File: config.mk
export PLATFORM = sky130hd
export DESIGN_NAME = sym_octet_framer
export DESIGN_NICKNAME = d
export VERILOG_FILES = /design/src/rtl/sof_pkg.sv /design/src/rtl/sof_silence_timer.sv /design/src/rtl/sof_tx_engine.sv /design/src/rtl/sof_rx_engine.sv /design/src/rtl/sym_octet_framer.sv
export SDC_FILE = /design/constraint.sdc
export NUM_CORES = 1
export LEC_CHECK = 0
export CORE_UTILIZATION = 49
export DETAILED_ROUTE_END_ITERATION = 8
export DONT_BUFFER_PORTS = 1
export PLACE_DENSITY = 0.7
export SYNTH_ARGS = -nofsm -noshare
export SYNTH_HDL_FRONTEND = slang
export SYNTH_SLANG_ARGS = --single-unit
File: constraint.sdc
create_clock -name clk -period 5 [get_ports clk]
set_clock_uncertainty 0.05 [all_clocks]
set_input_delay 1 -clock clk [delete_from_list [all_inputs] [get_ports clk]]
set_output_delay 1 -clock clk [all_outputs]
set_load 0.1 [all_outputs]
File: src/rtl/sof_pkg.sv
`timescale 1ns/1ps
package sof_pkg;

    localparam int OCT_W = 8;

    typedef enum logic [1:0] {
        SYM_IDLE   = 2'b00,
        SYM_CTRL_A = 2'b01,
        SYM_CTRL_B = 2'b10,
        SYM_DATA   = 2'b11
    } sym_kind_e;

    localparam logic [OCT_W-1:0] FLAG_OCT = 8'h7E;
    localparam logic [OCT_W-1:0] ESC_OCT  = 8'h7D;
    localparam logic [OCT_W-1:0] ESC_MASK = 8'h20;

    typedef enum logic [2:0] {
        TX_SILENT,
        TX_FETCH,
        TX_BYTE,
        TX_ESC2,
        TX_FLAG
    } tx_state_e;

    typedef enum logic [1:0] {
        RX_COLLECT,
        RX_UNESC,
        RX_EMIT
    } rx_state_e;

    function automatic logic is_special(input logic [OCT_W-1:0] b);
        return (b == FLAG_OCT) || (b == ESC_OCT);
    endfunction

endpackage

File: src/rtl/sof_silence_timer.sv
`timescale 1ns/1ps
module sof_silence_timer #(
    parameter int CYCLES = 4096
) (
    input  logic clk,
    input  logic rst_n,
    output logic done
);
    localparam int CNT_W = $clog2(CYCLES + 1);

    logic [CNT_W-1:0] count_q;

    assign done = (count_q == CNT_W'(CYCLES));

    always_ff @(posedge clk or negedge rst_n) begin
        if (!rst_n) begin
            count_q <= '0;
        end else if (!done) begin
            count_q <= count_q + 1'b1;
        end
    end
endmodule

File: src/rtl/sof_tx_engine.sv
`timescale 1ns/1ps
module sof_tx_engine
    import sof_pkg::*;
#(
    parameter int CONTENT_OCTS = 4
) (
    input  logic                         clk,
    input  logic                         rst_n,
    input  logic                         silence_done,
    input  logic                         sym_empty,
    output logic                         sym_rd,
    input  logic [OCT_W*CONTENT_OCTS+1:0] sym_word,
    input  logic                         oct_full,
    output logic                         oct_wr,
    output logic [OCT_W-1:0]             oct_data
);
    localparam int CW    = OCT_W * CONTENT_OCTS;
    localparam int SW    = CW + 2;
    localparam int CNT_W = $clog2(CONTENT_OCTS + 1);

    tx_state_e        state_q, state_d;
    logic [CW-1:0]    shreg_q;
    logic [CNT_W-1:0] left_q;
    logic             ctrl_q;

    logic             load, shift;
    sym_kind_e        in_kind;
    logic [OCT_W-1:0] cur;
    logic             last;
    tx_state_e        after_last;

    assign in_kind    = sym_kind_e'(sym_word[SW-1 -: 2]);
    assign cur        = shreg_q[CW-1 -: OCT_W];
    assign last       = (left_q == CNT_W'(1));
    assign after_last = ctrl_q ? TX_FLAG : TX_FETCH;

    // State register
    always_ff @(posedge clk or negedge rst_n) begin
        if (!rst_n) state_q <= TX_SILENT;
        else        state_q <= state_d;
    end

    // Next state and outputs
    always_comb begin
        state_d  = state_q;
        sym_rd   = 1'b0;
        oct_wr   = 1'b0;
        oct_data = cur;
        load     = 1'b0;
        shift    = 1'b0;
        unique case (state_q)
            TX_SILENT: begin
                if (silence_done) state_d = TX_FETCH;
            end
            TX_FETCH: begin
                if (!sym_empty) begin
                    sym_rd  = 1'b1;
                    load    = 1'b1;
                    state_d = (in_kind == SYM_IDLE) ? TX_FLAG : TX_BYTE;
                end
            end
            TX_BYTE: begin
                oct_data = is_special(cur) ? ESC_OCT : cur;
                if (!oct_full) begin
                    oct_wr = 1'b1;
                    if (is_special(cur)) begin
                        state_d = TX_ESC2;
                    end else begin
                        shift   = 1'b1;
                        state_d = last ? after_last : TX_BYTE;
                    end
                end
            end
            TX_ESC2: begin
                oct_data = cur ^ ESC_MASK;
                if (!oct_full) begin
                    oct_wr  = 1'b1;
                    shift   = 1'b1;
                    state_d = last ? after_last : TX_BYTE;
                end
            end
            TX_FLAG: begin
                oct_data = FLAG_OCT;
                if (!oct_full) begin
                    oct_wr  = 1'b1;
                    state_d = TX_FETCH;
                end
            end
            default: state_d = TX_SILENT;
        endcase
    end

    // Content shift register and octet counter
    always_ff @(posedge clk or negedge rst_n) begin
        if (!rst_n) begin
            shreg_q <= '0;
            left_q  <= '0;
            ctrl_q  <= 1'b0;
        end else if (load) begin
            unique case (in_kind)
                SYM_DATA: begin
                    shreg_q <= sym_word[CW-1:0];
                    left_q  <= CNT_W'(CONTENT_OCTS);
                    ctrl_q  <= 1'b0;
                end
                SYM_CTRL_A, SYM_CTRL_B: begin
                    shreg_q <= {sym_word[CW-1:OCT_W], {OCT_W{1'b0}}};
                    left_q  <= CNT_W'(CONTENT_OCTS - 1);
                    ctrl_q  <= 1'b1;
                end
                default: begin
                    shreg_q <= '0;
                    left_q  <= '0;
                    ctrl_q  <= 1'b0;
                end
            endcase
        end else if (shift) begin
            shreg_q <= {shreg_q[CW-OCT_W-1:0], {OCT_W{1'b0}}};
            left_q  <= left_q - 1'b1;
        end
    end
endmodule

File: src/rtl/sof_rx_engine.sv
`timescale 1ns/1ps
module sof_rx_engine
    import sof_pkg::*;
#(
    parameter int CONTENT_OCTS = 4
) (
    input  logic                          clk,
    input  logic                          rst_n,
    input  logic                          oct_empty,
    output logic                          oct_rd,
    input  logic [OCT_W-1:0]              oct_data,
    input  logic                          sym_full,
    output logic                          sym_wr,
    output logic [OCT_W*CONTENT_OCTS+1:0] sym_word,
    output logic                          idle_seen
);
    localparam int CW    = OCT_W * CONTENT_OCTS;
    localparam int SW    = CW + 2;
    localparam int CNT_W = $clog2(CONTENT_OCTS + 1);
    localparam logic [CNT_W-1:0] LAST_IDX = CNT_W'(CONTENT_OCTS - 1);

    rx_state_e        state_q, state_d;
    logic [CW-1:0]    acc_q;
    logic [CNT_W-1:0] got_q;
    logic [SW-1:0]    sym_q;
    logic             idle_seen_q;

    logic             take, is_flag, is_esc, content, completes;
    logic [OCT_W-1:0] value;

    assign take      = oct_rd;
    assign is_flag   = (state_q == RX_COLLECT) && (oct_data == FLAG_OCT);
    assign is_esc    = (state_q == RX_COLLECT) && (oct_data == ESC_OCT);
    assign value     = (state_q == RX_UNESC) ? (oct_data ^ ESC_MASK) : oct_data;
    assign content   = take && !is_flag && !is_esc;
    assign completes = (got_q == LAST_IDX);

    assign sym_word  = sym_q;
    assign idle_seen = idle_seen_q;

    // State register
    always_ff @(posedge clk or negedge rst_n) begin
        if (!rst_n) state_q <= RX_COLLECT;
        else        state_q <= state_d;
    end

    // Next state and outputs
    always_comb begin
        state_d = state_q;
        oct_rd  = 1'b0;
        sym_wr  = 1'b0;
        unique case (state_q)
            RX_COLLECT: begin
                oct_rd = !oct_empty;
                if (!oct_empty) begin
                    if (oct_data == FLAG_OCT)      state_d = RX_EMIT;
                    else if (oct_data == ESC_OCT)  state_d = RX_UNESC;
                    else if (completes)            state_d = RX_EMIT;
                end
            end
            RX_UNESC: begin
                oct_rd = !oct_empty;
                if (!oct_empty) state_d = completes ? RX_EMIT : RX_COLLECT;
            end
            RX_EMIT: begin
                sym_wr = !sym_full;
                if (!sym_full) state_d = RX_COLLECT;
            end
            default: state_d = RX_COLLECT;
        endcase
    end

    // Accumulator, octet count and held symbol
    always_ff @(posedge clk or negedge rst_n) begin
        if (!rst_n) begin
            acc_q       <= '0;
            got_q       <= '0;
            sym_q       <= '0;
            idle_seen_q <= 1'b0;
        end else if (take && is_flag) begin
            got_q <= '0;
            if (completes) begin
                sym_q <= {SYM_CTRL_A, acc_q[CW-OCT_W-1:0], {OCT_W{1'b0}}};
            end else begin
                sym_q       <= {SYM_IDLE, {CW{1'b0}}};
                idle_seen_q <= 1'b1;
            end
        end else if (content) begin
            if (completes) begin
                sym_q <= {SYM_DATA, acc_q[CW-OCT_W-1:0], value};
                got_q <= '0;
            end else begin
                acc_q <= {acc_q[CW-OCT_W-1:0], value};
                got_q <= got_q + 1'b1;
            end
        end
    end
endmodule

File: src/rtl/sym_octet_framer.sv
`timescale 1ns/1ps
module sym_octet_framer
    import sof_pkg::*;
#(
    parameter int SILENCE_CYCLES = 4096,
    parameter int CONTENT_OCTS   = 4
) (
    input  logic                          clk,
    input  logic                          rst_n,
    input  logic                          tx_sym_empty,
    output logic                          tx_sym_rd,
    input  logic [OCT_W*CONTENT_OCTS+1:0] tx_sym,
    input  logic                          tx_oct_full,
    output logic                          tx_oct_wr,
    output logic [OCT_W-1:0]              tx_oct,
    input  logic                          rx_oct_empty,
    output logic                          rx_oct_rd,
    input  logic [OCT_W-1:0]              rx_oct,
    input  logic                          rx_sym_full,
    output logic                          rx_sym_wr,
    output logic [OCT_W*CONTENT_OCTS+1:0] rx_sym,
    output logic                          link_ready
);
    logic silence_done;
    logic idle_seen;

    sof_silence_timer #(.CYCLES(SILENCE_CYCLES)) u_timer (
        .clk   (clk),
        .rst_n (rst_n),
        .done  (silence_done)
    );

    sof_tx_engine #(.CONTENT_OCTS(CONTENT_OCTS)) u_tx (
        .clk          (clk),
        .rst_n        (rst_n),
        .silence_done (silence_done),
        .sym_empty    (tx_sym_empty),
        .sym_rd       (tx_sym_rd),
        .sym_word     (tx_sym),
        .oct_full     (tx_oct_full),
        .oct_wr       (tx_oct_wr),
        .oct_data     (tx_oct)
    );

    sof_rx_engine #(.CONTENT_OCTS(CONTENT_OCTS)) u_rx (
        .clk       (clk),
        .rst_n     (rst_n),
        .oct_empty (rx_oct_empty),
        .oct_rd    (rx_oct_rd),
        .oct_data  (rx_oct),
        .sym_full  (rx_sym_full),
        .sym_wr    (rx_sym_wr),
        .sym_word  (rx_sym),
        .idle_seen (idle_seen)
    );

    assign link_ready = silence_done && idle_seen;
endmodule

==> results.md, run 1 <==
- Wire length per cell: 17.99 microns
- TritonRoute pass-1 iters: 5
- Crit Path Class: reg2out
- Peak supply drop: 0.3909 mV
- # IOs: 95
- Critical-path top delay cell: and2_1
- Post-cts resize count: 0
- Worst-Skew Late Latency: 490 ps
- Final Critical Period: 3727 ps
- Root Driver: clkbuf_8
- Sequential power share: 53.4%
- Fillers: 819
- Grt ovf: 0
- Clock share of power: 25.7%
- Crit share post-route: 74.53%
- Max frequency: 268.3 MHz
- Antenna violations before repair: 0
- Final Hold Violating Endpoints: 0
- Placer Congestion: 0.8575
- First-pass GRT wire length: 18,040 microns
- Critical path startpoint category: register
- HPWL reported at the end of detailed placement: 7259 microns
- Main flop type after synthesis: dfrtp_1
- Slew margin rel.: 28.10%
- Die width: 104.2 microns
- Sequential area share after synthesis: 56.77%
- P_sw: 0.002165 W
- Vias in the first global route: 3,489
- CTS Hold Buffers Added: 0
- RSZ-0062 raised after global routing: no
- Crit path cell chain: inv_1 > ha_1 > nor4b_1 > and3_1 > and2_1
- Final setup vio count: 0
- Worst path required time: 3950 ps
- Clock sink total: 116
- CP endpoint kind: output port
- Hold Path Class: in2async
- Distinct cells, synth: 55
- Post-route ant nets: 0
- Async set-reset flop share out of synthesis: 100.0%
- Largest net degree at the start of global routing: 117
- CP Data Arrival Time: 2680 ps
- Ant. Diodes: 0
- Int Pwr: 0.002304 W
- CTS Buf Count: 17
- Sw Share: 48.44%
- # rows: 36
- CTS clk-pin slew, worst paths: 60 ps
- CTS HTree Levels: 4
- Leakage power: 2.739 nW
- Dominant cell type by area after synthesis: dfrtp_1
- Area grow syn2layout: 13.48%
- Vias per inst: 5.883
- CP max FO: 4
- Post-synthesis register bit count: 116
- Synth Warn #: 0
- Input/output buffers: 0
- Final core utilization: 58.30%
- Outcome: finished clean
- MaxCap Viol Count: 0
- Synth top area cells: dfrtp_1 (57%), a22o_1 (5.5%), nand2_1 (4.5%)
- Net count reported at finish: 511
- Post-synth EDFFs: 0
- Routed WL: 10,800 microns
- Combinational Power Share: 20.8%
- Gr usage total: 21.08%
- Die Y: 104.2 microns
- CTS tree: yes
- Drc violations: 0
- Vias: 3,530
- Total negative setup slack: 0 ps
- Worst Tran Pin Value: 1083 ps
- Synth top area share: 56.77%
- Max-slew violation count: 0
- Post-synthesis area per instance: 11.36 sq um
- Power Total: 0.004469 W
- Post-Synthesis Cells: 450
- Synthesized Nets: 506
- Share of layout cells above drive strength 1: 12.85%
- Cell area after synthesis: 5114 sq um
- Drt initial violations: 220
- PD cells: 770.1 nW/um^2
- Die Footprint: 10,850 sq um
- Worst stage delay on the critical path: 810 ps
- Postcts setup bufs: 0
- CORE AREA: 9955 sq um
- Initial Utilization: 51.37%
- Max Buffers Root-to-Sink: 2
## area by class of cell
class                           instances  area (sq um)  area share [%]
Clock buffer                           17         414.1           7.137
Inverter                               10         37.54          0.6468
Clock inverter                         14         153.9           2.652
Multi-Input combinational cell        303          2058           35.47
Sequential cell                       116          2903           50.02
Tap cell                              133         166.4           2.868
Timing Repair Buffer                    7         70.07           1.207
## cell usage after synthesis (all sizes together), types with 2 or more instances
cell / n
nand3: 42
nor3b: 3
nand4: 3
buf: 14
mux2: 21
a21oi: 5
xnor2: 13
ha: 8
dfrtp: 116
clkbuf: 7
and3: 5
o22ai: 3
a22oi: 23
nor3: 3
xor2: 4
nand4b: 2
nand2b: 6
a31oi: 2
inv: 10
o2bb2ai: 2
nor4: 3
nor2: 16
mux2i: 3
nand2: 62
and2: 2
nor2b: 4
o21ai: 18
nand3b: 4
a22o: 32
nor4b: 2
## layout by cell type (no fill, tap or decap), drive strengths merged, types with 3 or more instances in the layout
master,instances
a21oi,5
a22o,32
a22oi,23
and3,5
buf,6
clkbuf,18
clkinv,5
clkinvlp,3
dfrtp,116
ha,8
inv,14
mux2,21
mux2i,3
nand2,62
nand2b,6
nand3,42
nand3b,4
nand4,3
nor2,16
nor2b,4
nor3,3
nor3b,3
nor4,3
o21ai,18
o22ai,3
xnor2,13
xor2,4
## power by group through the flow
stage | sequential [W] | clock (W) | combinational, W
after floorplan | 0.00230 | 0 | 0.000846
after global placement | 0.00239 | 0 | 0.000906
after detailed placement | 0.00240 | 0 | 0.000934
after CTS | 0.00239 | 0.00117 | 0.000938
after global routing | 0.00243 | 0.00122 | 0.00102
final | 0.00239 | 0.00115 | 0.000932
## flip-flops by register name (all words and copies together), names as in the netlist, 2 cells and up
name / cells
u_rx.acc_q: 24
u_tx.shreg_q: 32
u_rx.sym_word: 34
u_rx.got_q: 3
u_timer.count_q: 13
u_tx.left_q: 3
u_tx.state_q: 3
u_rx.state_q: 2
## path summary, 6_finish.rpt
| kind | startpoint | to | slack [ps] | cells past startpoint |
|---|---|---|---|---|
| max in group asynchronous | rst_n | u_tx.shreg_q[20]$_DFFE_PN0P_ | 4620 | 0 |
| worst min-delay path | rst_n | u_tx.state_q[1]$_DFFE_PN0P_ | 150 | 0 |
| min in group clk | u_rx.acc_q[19]$_DFFE_PN0P_ | u_rx.acc_q[19]$_DFFE_PN0P_ | 440 | 1 |
| worst min register to register | u_rx.acc_q[19]$_DFFE_PN0P_ | u_rx.acc_q[19]$_DFFE_PN0P_ | 440 | 1 |
| worst max register to register | u_tx.state_q[2]$_DFFE_PN0P_ | u_tx.shreg_q[6]$_DFFE_PN0P_ | 2530 | 6 |
| worst max-delay path | u_timer.count_q[0]$_DFFE_PN0P_ | link_ready | 1270 | 5 |
## critical path, delay by kind of cell, from the launching register on
kind | cells | cell delay, ps
buffers and inverters | 1 | 80
flip-flops | 1 | 410
AND/OR/NAND/NOR | 3 | 1550
adder cells (fa/ha/maj) | 1 | 140
## kinds of logic (layout without fill, tap and decap cells)
| family | Yosys count | count (layout) | synth area share [%] |
|---|---|---|---|
| multiplexers | 24 | 24 | 5.212 |
| AO/OA/AOI/OAI | 94 | 94 | 13.80 |
| buffers and inverters | 31 | 48 | 3.156 |
| flip-flops | 116 | 116 | 56.77 |
| AND/OR/NAND/NOR | 160 | 160 | 16.20 |
| adder cells (fa/ha/maj) | 8 | 8 | 1.958 |
| XOR/XNOR | 17 | 17 | 2.912 |
## metal layers
layer,global-route usage (%),wire length [microns],vias to the layer above
li1,-,-,1635
met1,29.28,5019,1782
met2,31.05,5032,100
met3,6.328,580,13
met4,8.265,164,0
met5,0,0,-
## through the flow
stage,hold slack (ps),std cells,cell area [sq um],setup slack (ps)
after floorplan,384.2,450,5114,761.9
after CTS,129.3,600,5803,1243
final,148.1,600,5803,1273
after global routing,110.5,600,5803,1119
after global placement,418.8,569,5235,1838
after detailed placement,432.7,569,5235,1778
Note: power is estimated with default switching activity, not from simulation.
==> inputs of run 2 (changes only) <==
PLACE_DENSITY = 0.72   (was 0.7)
clock period = 3.3 ns   (was 5 ns; I/O delays follow)
==> run 2 against run 1 <==
  * Combinational power rose by 59%
  * Total power grew 53%
  * Sequential cell count unchanged
  * Non-clock buffer count up 11
  * Via count is 0.79% higher
  * First-iteration DRC count up 10%
  * Register-to-register slack lost 1600 ps
  * Critical endpoint unchanged
  * Worst hold slack lost 100 ps
==> results.md, run 2 (synthesized netlist as in run 1, its figures left out) <==
- Outcome: finished clean
- Design Area, Final: 5902 sq um (+1.7%)
- Number of flip-flops in the largest register: 34 (unchanged)
- Net count reported at finish: 522 (+2.2%)
- Placer Congestion: 0.8336 (-2.8%)
- HPWL reported at the end of detailed placement: 7192 microns (-0.92%)
- Leakage power: 2.806 nW (+2.5%)
- Worst Tran Pin Value: 937.1 ps (-145.9 ps)
- Power Total: 0.006848 W (+53%)
- CTS HTree Levels: 4 (unchanged)
- Post-route setup slack: 360.4 ps (-913.0 ps)
- CP Data Arrival Time: 2230 ps (-450 ps)
- Antenna violations before repair: 0 (unchanged)
- Commonest non-fill, non-tap cell in the layout: dfrtp_1
- Share of layout cells above drive strength 1: 15.03% (+2.2 points)
- Root Driver: clkbuf_8
- Final Critical Period: 2940 ps
- R2R depth: 6 (unchanged)
- Final setup vio count: 0 (unchanged)
- Area of the multi-input gates: 2064 sq um (+0.30%)
- CTS clk-pin slew, worst paths: 60 ps (about the same)
- Worst-Skew Late Latency: 520 ps (+30 ps)
- Hold Path Class: in2async
- Final core utilization: 59.29% (+0.99 points)
- Vias: 3,558 (+0.79%)
- CP max FO: 4 (unchanged)
- Total negative setup slack: 0 ps (unchanged)
- PD cells: 1160 nW/um^2 (+51%)
- Die width: 104.2 microns (unchanged)
- Input/output buffers: 0 (unchanged)
- Fillers: 831 (+1.5%)
- Die Y: 104.2 microns (unchanged)
- Grt ovf: 0 (unchanged)
- FF-to-FF setup slack: 970 ps (-1560 ps)
- Post-cts resize count: 0 (unchanged)
- Vias per inst: 5.814 (-1.2%)
- Gr usage total: 21.46% (+0.38 points)
- RSZ-0062 raised after global routing: no
- Peak supply drop: 0.6288 mV (+61%)
- DP Worst Slack: 887.4 ps (-890.1 ps)
- Vias in the first global route: 3,420 (-2.0%)
- Max-slew violation count: 0 (unchanged)
- Drc violations: 0 (unchanged)
- Die Footprint: 10,850 sq um (unchanged)
- CTS tree: yes
- Largest net degree at the start of global routing: 117 (unchanged)
- CP endpoint kind: output port
- Crit Path Class: reg2out
- # IOs: 95 (unchanged)
- Clock sink total: 116 (unchanged)
- Wire length per cell: 17.44 microns (-3.1%)
- CTS Buf Count: 17 (unchanged)
- Routed WL: 10,670 microns (-1.1%)
- TritonRoute pass-1 iters: 5 (unchanged)
- Most frequent cells in the layout: dfrtp_1 (116), nand2_1 (61), nand3_1 (42), a22o_1 (32), a22oi_1 (23)
- Max frequency: 340.2 MHz
- Ant. Diodes: 0 (unchanged)
- Worst path required time: 2590 ps (-1360 ps)
- # rows: 36 (unchanged)
- Initial Utilization: 51.37% (unchanged)
- First-pass GRT wire length: 18,060 microns (about the same)
- Final Hold Violating Endpoints: 0 (unchanged)
- Drt initial violations: 242 (+10%)
- Slew margin rel.: 37.53% (+9.4 points)
- Max Buffers Root-to-Sink: 2 (unchanged)
- CORE AREA: 9955 sq um (unchanged)
- Storage element area: 2903 sq um (unchanged)
- Area grow syn2layout: 15.41%
- Critical path startpoint category: register
- Post-route ant nets: 0 (unchanged)
- Crit share post-route: 89.08%
- Post-DP Area: 5299 sq um (+1.2%)
- MaxCap Viol Count: 0 (unchanged)
-- run 2: cell types whose count changed in the layout (fill, tap and decap cells not counted) --
cell and delta:
clkinv_2 +3, clkbuf_16 -1, inv_6 -4, buf_16 +1
clkbuf_8 +2, buf_4 +11, nor3b_2 -1, nor3b_4 +1
-- run 2: worst paths after layout --
path | startpoint | end
worst max-delay path | u_timer.count_q[0]$_DFFE_PN0P_ | link_ready
worst min-delay path | rst_n | u_tx.shreg_q[28]$_DFFE_PN0P_
worst max register to register | u_tx.state_q[2]$_DFFE_PN0P_ | u_tx.shreg_q[18]$_DFFE_PN0P_
worst min register to register | u_timer.count_q[12]$_DFFE_PN0P_ | u_timer.count_q[12]$_DFFE_PN0P_
max in group asynchronous | rst_n | u_rx.sym_word[33]$_DFFE_PN0P_
min in group clk | rx_oct[3] | u_rx.sym_word[3]$_DFFE_PN0P_
-- run 2: stage by stage --
| stage | instances | hold slack (ps) |
|---|---|---|
| 3_5_place_dp | 579 | 319.6 |
| 5_1_grt | 612 | 45.36 |
| 2_1_floorplan | 450 | 314.4 |
| 3_3_place_gp | 579 | 319.4 |
| 4_1_cts | 612 | 59.20 |
| 6_report | 612 | 46.96 |
-- run 2: power by group --
group          internal, W  switching [W]  total (W)
Sequential         0.00189        0.00173    0.00362
Clock              0.00111       0.000643    0.00175
Combinational     0.000562       0.000915    0.00148
-- run 2: metal layers --
metal / routed length, microns / global-route usage, %
met1: 4934 / 29.65
met2: 4857 / 30.71
met3: 673 / 7.143
met4: 207 / 9.592
met5: 0 / 0
-- run 2: worst max-delay path, cell delays in order, from the launching register on --
cell,delay (ps)
dfrtp_1,420
inv_1,70
ha_1,130
nor4b_1,310
and3_1,320
and2_1,170
buf_4,290
-- run 2: area by class of cell --
class / count / share of cell area [%]
Sequential cell: 116 / 49.18
Clock buffer: 19 / 7.484
Tap cell: 133 / 2.820
Inverter: 10 / 0.6360
Multi-Input combinational cell: 303 / 34.98
Timing Repair Buffer: 18 / 2.629
Clock inverter: 13 / 2.268
-- run 2: what timing repair did --
item,in CTS,in global routing
setup buffers,0,0
endpoints found under the hold margin,116,0
hold buffers,1,0
==> inputs of run 3 (changes only) <==
RECOVER_POWER = 100   (was default)
==> run 3 against run 2 <==
  * The run now ends with capacitance limit, slew limit left
  * Combinational power down 3%
  * Total power shrank 0.74%
  * Design area fell by 1.5%
  * Utilization decreased by 0.92 points
  * Sequential cell count stayed put
  * Non-clock buffer count unchanged
  * Fmax fell by 0.41%
  * Worst hold slack improved by 160 ps
  * Cell count unchanged
==> results.md, run 3 (synthesized netlist as in run 1, its figures left out) <==
- Clock share of power: 25.7% (about the same)
- Clock sink total: 116 (unchanged)
- Sw Share: 48.15% (+0.17 points)
- Failing checks: capacitance limit, slew limit
- Post-route setup slack: 348.3 ps (-12.06 ps)
- Crit path cell chain: nor4_4 > nand3_1 > and3_1 > clkbuf_2
- Routed WL: 10,650 microns (-0.22%)
- PD cells: 1170 nW/um^2 (+0.82%)
- Combinational Power Share: 21.1% (-0.5 points)
- CP Data Arrival Time: 2240 ps (about the same)
- Drt initial violations: 286 (+18%)
- Grt ovf: 0 (unchanged)
- # IOs: 95 (unchanged)
- Gr usage total: 21.46% (unchanged)
- Worst-Skew Late Latency: 520 ps (about the same)
- Die width: 104.2 microns (unchanged)
- Most frequent cells in the layout: dfrtp_1 (116), nand2_1 (62), nand3_1 (42), a22o_1 (32), a22oi_1 (23)
- Leakage power: 2.770 nW (-1.3%)
- Die Footprint: 10,850 sq um (unchanged)
- HPWL reported at the end of detailed placement: 7192 microns (unchanged)
- Postcts setup bufs: 0 (unchanged)
- First-pass GRT wire length: 18,060 microns (unchanged)
- Post-DP Area: 5299 sq um (unchanged)
- RSZ-0062 raised after global routing: no
- Largest net degree at the start of global routing: 117 (unchanged)
- Critical-path top delay cell: dfrtp_1
- CP max FO: 11 (+7)
- Worst stage delay on the critical path: 500 ps (+80 ps)
- Max Buffers Root-to-Sink: 2 (unchanged)
- MaxCap Viol Count: 1 (+1)
- Placer Congestion: 0.8336 (unchanged)
- Number of flip-flops in the largest register: 34 (unchanged)
- CORE AREA: 9955 sq um (unchanged)
- Total negative setup slack: 0 ps (unchanged)
- Hold Path Class: in2reg
- CTS Buf Count: 17 (unchanged)
- Share of layout cells above drive strength 1: 12.94% (-2.1 points)
- CTS clk-pin slew, worst paths: 60 ps (about the same)
- Die Y: 104.2 microns (unchanged)
- Final Hold Violating Endpoints: 0 (unchanged)
- Drc violations: 0 (unchanged)
- CTS tree: yes
- Ant. Diodes: 0 (unchanged)
- P_sw: 0.003273 W (-0.40%)
- CP endpoint kind: output port
- Net count reported at finish: 522 (unchanged)
- Final core utilization: 58.37% (-0.92 points)
- Vias per inst: 5.837 (+0.39%)
- Input/output buffers: 0 (unchanged)
- Antenna violations before repair: 0 (unchanged)
- DP Worst Slack: 887.4 ps (unchanged)
- Design Area, Final: 5811 sq um (-1.5%)
- Commonest non-fill, non-tap cell in the layout: dfrtp_1
- Crit Path Class: reg2out
- Worst Tran Pin Value: 2506 ps (+1569 ps)
- Met2 routed WL: 4848 microns (-0.19%)
- Slew margin rel.: -67.08% (-100 points)
- Metal1 wirelength: 4904 microns (-0.61%)
- Sequential power share: 53.2% (+0.3 points)
- Post-route ant nets: 0 (unchanged)
- Final Critical Period: 2952 ps (+12.07 ps)
- Metal3 WL: 714 microns (+6.1%)
- Peak supply drop: 0.6191 mV (-1.5%)
- # rows: 36 (unchanged)
- Outcome: finished with violations
- Worst path required time: 2590 ps (about the same)
- Area of the multi-input gates: 2036 sq um (-1.4%)
- CTS HTree Levels: 4 (unchanged)
- Wire length per cell: 17.40 microns (-0.22%)
- Critical path startpoint category: register
- Crit share post-route: 89.45% (+0.37 points)
- Area grow syn2layout: 13.63%
- Initial Utilization: 51.37% (unchanged)
- Fillers: 849 (+2.2%)
- Int Pwr: 0.003524 W (-1.1%)
- Vias: 3,572 (+0.39%)
- DR top layer: met4
- TritonRoute pass-1 iters: 5 (unchanged)
- Max-slew violation count: 117 (+117)
- Vias in the first global route: 3,420 (unchanged)
- Final setup vio count: 0 (unchanged)
- Root Driver: clkbuf_8
- Storage element area: 2903 sq um (unchanged)
- Max frequency: 338.8 MHz (-0.41%)
## run 3: power groups by stage
stage / Clock, W / Sequential, W / Combinational (W)
6_report: 0.00175 / 0.00362 / 0.00143
3_5_place_dp: 0 / 0.00364 / 0.00145
5_1_grt: 0.00186 / 0.00368 / 0.00158
4_1_cts: 0.00179 / 0.00362 / 0.00149
2_1_floorplan: 0 / 0.00348 / 0.00128
3_3_place_gp: 0 / 0.00362 / 0.00141
## run 3: timing repair
action	in CTS	in global routing
hold buffers	1	0
hold endpoints to repair	116	0
resized for setup	0	0
setup endpoints to repair	0	0
## run 3: path summary, 6_finish.rpt
check / slack [ps] / endpoint / start / cells past startpoint
min in group asynchronous: 840 / u_tx.state_q[1]$_DFFE_PN0P_ / rst_n / 1
hold / removal: 210 / u_rx.sym_word[3]$_DFFE_PN0P_ / rx_oct[3] / 2
setup reg to reg: 400 / u_tx.shreg_q[11]$_DFFE_PN0P_ / u_tx.state_q[1]$_DFFE_PN0P_ / 6
setup / recovery: 350 / tx_oct[7] / u_tx.state_q[0]$_DFFE_PN0P_ / 4
max in group asynchronous: 840 / u_rx.sym_word[33]$_DFFE_PN0P_ / rst_n / 1
hold reg to reg: 430 / u_timer.count_q[12]$_DFFE_PN0P_ / u_timer.count_q[12]$_DFFE_PN0P_ / 1
## run 3: cell type report
cell class                      instances  share of cell area [%]
Tap cell                              133                   2.864
Multi-Input combinational cell        303                   35.03
Clock buffer                           19                   7.601
Inverter                               10                  0.6460
Sequential cell                       116                   49.96
Timing Repair Buffer                   18                   1.593
Clock inverter                         13                   2.304
## run 3: per-layer routing
| metal | GRT usage, % | vias up |
|---|---|---|
| met3 | 7.143 | 14 |
| met1 | 29.65 | 1767 |
| met2 | 30.71 | 126 |
| met4 | 9.592 | 0 |
| met5 | 0 | - |
| li1 | - | 1665 |
## run 3: critical path, delay by kind of cell (launching register included)
kind,cells,cell delay (ps)
buffers and inverters,1,370
AND/OR/NAND/NOR,3,850
flip-flops,1,500
## run 3: metrics by stage
stage	power, W	hold slack (ps)	std cells
finish	0.006797	208.5	612
floorplan	0.004765	314.4	450
detailed placement	0.005087	319.6	579
global placement	0.005030	319.4	579
CTS	0.006892	59.20	612
global route	0.007126	188.3	612
